===== config.mk =====
export PLATFORM = sky130hd
export DESIGN_NAME = branch_cond_eval
export DESIGN_NICKNAME = d
export VERILOG_FILES = /design/src/rtl/brc_pkg.sv /design/src/rtl/brc_terms.sv /design/src/rtl/brc_sense.sv /design/src/rtl/branch_cond_eval.sv
export SDC_FILE = /design/constraint.sdc
export NUM_CORES = 1
export LEC_CHECK = 0
export BUFFER_PORTS_ARGS = -buffer_cell sky130_fd_sc_hd__buf_4
export CAP_MARGIN = 10
export CORE_AREA = 2 2 39 41
export DETAILED_ROUTE_END_ITERATION = 12
export DIE_AREA = 0 0 41 43
export SLEW_MARGIN = 20
export SYNTH_ARGS = -nofsm -noshare
export SYNTH_HDL_FRONTEND = slang
export SYNTH_SLANG_ARGS = --single-unit

===== constraint.sdc =====
create_clock -name vclk -period 2.9
set_input_delay 0.58 -clock vclk [all_inputs]
set_output_delay 0.58 -clock vclk [all_outputs]
set_load 0.01 [all_outputs]

===== src/rtl/brc_pkg.sv =====
package brc_pkg;
    parameter int CODE_W = 4;
    localparam int PAIRS = 2 ** (CODE_W - 1);
    localparam int PAIR_W = CODE_W - 1;

    typedef enum logic [CODE_W-1:0] {
        BR_ALWAYS = 4'd0,  BR_NEVER = 4'd1,
        BR_HI     = 4'd2,  BR_LS    = 4'd3,
        BR_CC     = 4'd4,  BR_CS    = 4'd5,
        BR_NE     = 4'd6,  BR_EQ    = 4'd7,
        BR_VC     = 4'd8,  BR_VS    = 4'd9,
        BR_PL     = 4'd10, BR_MI    = 4'd11,
        BR_GE     = 4'd12, BR_LT    = 4'd13,
        BR_GT     = 4'd14, BR_LE    = 4'd15
    } brc_code_e;

    typedef struct packed {
        logic n;
        logic z;
        logic v;
        logic c;
    } brc_flags_t;
endpackage


===== src/rtl/brc_terms.sv =====
// Computes, for each selector pair, the truth of its even (non-inverted) member.
module brc_terms
    import brc_pkg::*;
(
    input  brc_flags_t       flags,
    output logic [PAIRS-1:0] pair_true
);
    logic sgn_lt;

    always_comb begin
        sgn_lt       = flags.n ^ flags.v;
        pair_true    = '0;
        pair_true[0] = 1'b1;                          // always
        pair_true[1] = ~(flags.c | flags.z);          // unsigned higher
        pair_true[2] = ~flags.c;                      // carry clear
        pair_true[3] = ~flags.z;                      // not equal
        pair_true[4] = ~flags.v;                      // overflow clear
        pair_true[5] = ~flags.n;                      // plus
        pair_true[6] = ~sgn_lt;                       // signed greater-or-equal
        pair_true[7] = ~(flags.z | sgn_lt);           // signed greater
    end
endmodule


===== src/rtl/brc_sense.sv =====
// Picks one pair's term and applies the sense bit.
module brc_sense #(
    parameter int NPAIR = 8,
    localparam int SEL_W = $clog2(NPAIR)
) (
    input  logic [NPAIR-1:0] pair_true,
    input  logic [SEL_W-1:0] pair_sel,
    input  logic             invert,
    output logic             take
);
    always_comb begin
        take = pair_true[pair_sel] ^ invert;
    end
endmodule


===== src/rtl/branch_cond_eval.sv =====
module branch_cond_eval
    import brc_pkg::*;
(
    input  logic [CODE_W-1:0] cond_i,
    input  logic              n_i,
    input  logic              z_i,
    input  logic              v_i,
    input  logic              c_i,
    output logic              take_o
);
    brc_flags_t       flags_d;
    logic [PAIRS-1:0] pair_true_d;

    always_comb begin
        flags_d.n = n_i;
        flags_d.z = z_i;
        flags_d.v = v_i;
        flags_d.c = c_i;
    end

    brc_terms u_terms (
        .flags     (flags_d),
        .pair_true (pair_true_d)
    );

    brc_sense #(.NPAIR(PAIRS)) u_sense (
        .pair_true (pair_true_d),
        .pair_sel  (cond_i[CODE_W-1:1]),
        .invert    (cond_i[0]),
        .take      (take_o)
    );
endmodule


==> flow_summary.ini <==
[drt]
routed-wl-met3_um = 38
wl_met1_um = 80
route.met2.wl_um = 147
drt_iter0_drc = 0
drc = 0
ant_nets = 0
num_vias = 114
detail_route.wl_per_cell_um = 7.361
top_layer = met3
drt_wl_total_um = 265
dr.pass1.iters = 1
viasPerCell = 3.167

[finish]
regArea_um2 = 0
post-route-util_pct = 12.30
syn_to_final_growth_pct = 106.1
layout-drive-gt1-share_pct = 50.00
layout.nets = 30
diodes = 0
final_cell_mix = buf_4, nand2_1
fin_cells = 36
layout_commonest_cell = buf_4
nFlopsAndLatches = 0
clock_buffers = 0

[timing]
setup_tns_ps = 0
period_needed_ps = 2132
hold_viol_final = 0
fmax_ghz = 0.4691
maxSlewHeadroom_pct = 84.13
rsz0062_at_grt = no
fin_crit_sh_pct = 73.51
finalMaxSlewViolations = 0
worstMarginPinSlew_ps = 237.7
hold_ws_ps = 1429
setup_viol = 0

[placement]
io_buffers = 9
dp_cells = 36
gp_congestion = 0.4182

[power_and_ir_drop]
power.density_mw_per_mm2 = 147.4
power.leakage_nw = 0.07260
ir_worst_vdd_uv = 18.25

[critical_path]
cp-start-kind = input pin
crit_slowest_cell = o311ai_2
criticalPathCategory = in -> out
crit_chain = buf_4, nor2b_1, o21a_1, o311ai_2, xor2_1, buf_4
worstPathRequired_ps = 2320
worstSetupEndpointType = output port
crit_top_cell = buf_4
cpPeakStageDelay_ps = 270
cp_max_fo = 2
arrival_ps = 1550

[cts]
cts_hold_buffers = 0
cts_resized = 0
cts_setup_buffers = 0

[floorplan]
io_pins = 9
start_util_pct = 5.967
core_mm2 = 0.001384
die_y_um = 43
die_w_um = 41
dieArea_mm2 = 0.001763
num_rows = 14

[grt]
groute.usage.overall_pct = 2.298
overflow = 0
grt_pass1_wl_um = 296
antenna_found_initial = 0
grt_pass1_vias = 88
grt_max_degree = 5

[outcome]
status = finished clean

[min_path]
min_path_type = in -> out

[yosys]
syn_inst = 11
synth_area_leaders = o311ai_2, mux2i_1, xnor2_1
synth_nets = 19
ys_seq_area_share_pct = 0
synth_top_cell_by_area = o311ai_2
syn_area_um2 = 82.58
synth.avg_cell_area_um2 = 7.507
yosysWarnings = 0
synth_top_area_share_pct = 19.70
yosysUniqueCellTypes = 10

[flow_run]
cap_violations = 0
==> metal layers <==
layer  vias up  GRT usage (%)
li1         59              -
met1        49          1.582
met2         6          5.625
met3         0              0
met4         0              0
met5         -              0
==> stage by stage <==
stage               instance area (um^2)  power [mW]  setup WS (ps)
floorplan                          82.58     0.01031          950.3
global placement                   170.2     0.02483          775.2
detailed placement                 170.2     0.02542          755.5
CTS                                170.2     0.02543          755.5
global route                       170.2     0.02768          690.0
finish                             170.2     0.02509          768.1
==> cell families after synthesis <==
kind of cell     synth area share [%]
AO/OA/AOI/OAI                   28.80
multiplexers                    12.12
AND/OR/NAND/NOR                 37.89
XOR/XNOR                        21.22
==> layout make-up <==
type | instances | area (um^2)
Fill cell | 163 | 1214
Multi-Input combinational cell | 11 | 82.58
Tap cell | 16 | 20.02
Timing Repair Buffer | 9 | 67.56
==> path summary, 6_finish.rpt <==
path              endpoint  depth (start not counted)  slack [ps]       from
setup / recovery    take_o                          6         770        c_i
hold / removal      take_o                          3        1430  cond_i[0]
==> report_power, final <==
part	leakage, nW	switching, mW	internal [mW]
Clock	0	0	0
Sequential	0	0	0
Combinational	0.0726	0.00961	0.0155
==> synth_stat cells, drive strengths merged <==
| master | instances |
|---|---|
| nor2 | 1 |
| o311ai | 1 |
| mux2i | 1 |
| xor2 | 1 |
| nand4 | 1 |
| nand2 | 2 |
| xnor2 | 1 |
| nand3b | 1 |
| o21a | 1 |
| nor2b | 1 |
==> worst max-delay path, delay by kind of cell <==
kind / cells / cell delay, ps
simple gates: 1 / 120
buf+inv: 2 / 240
xor+xnor: 1 / 160
compound gates: 2 / 450
Note: power is estimated with default switching activity, not from simulation.
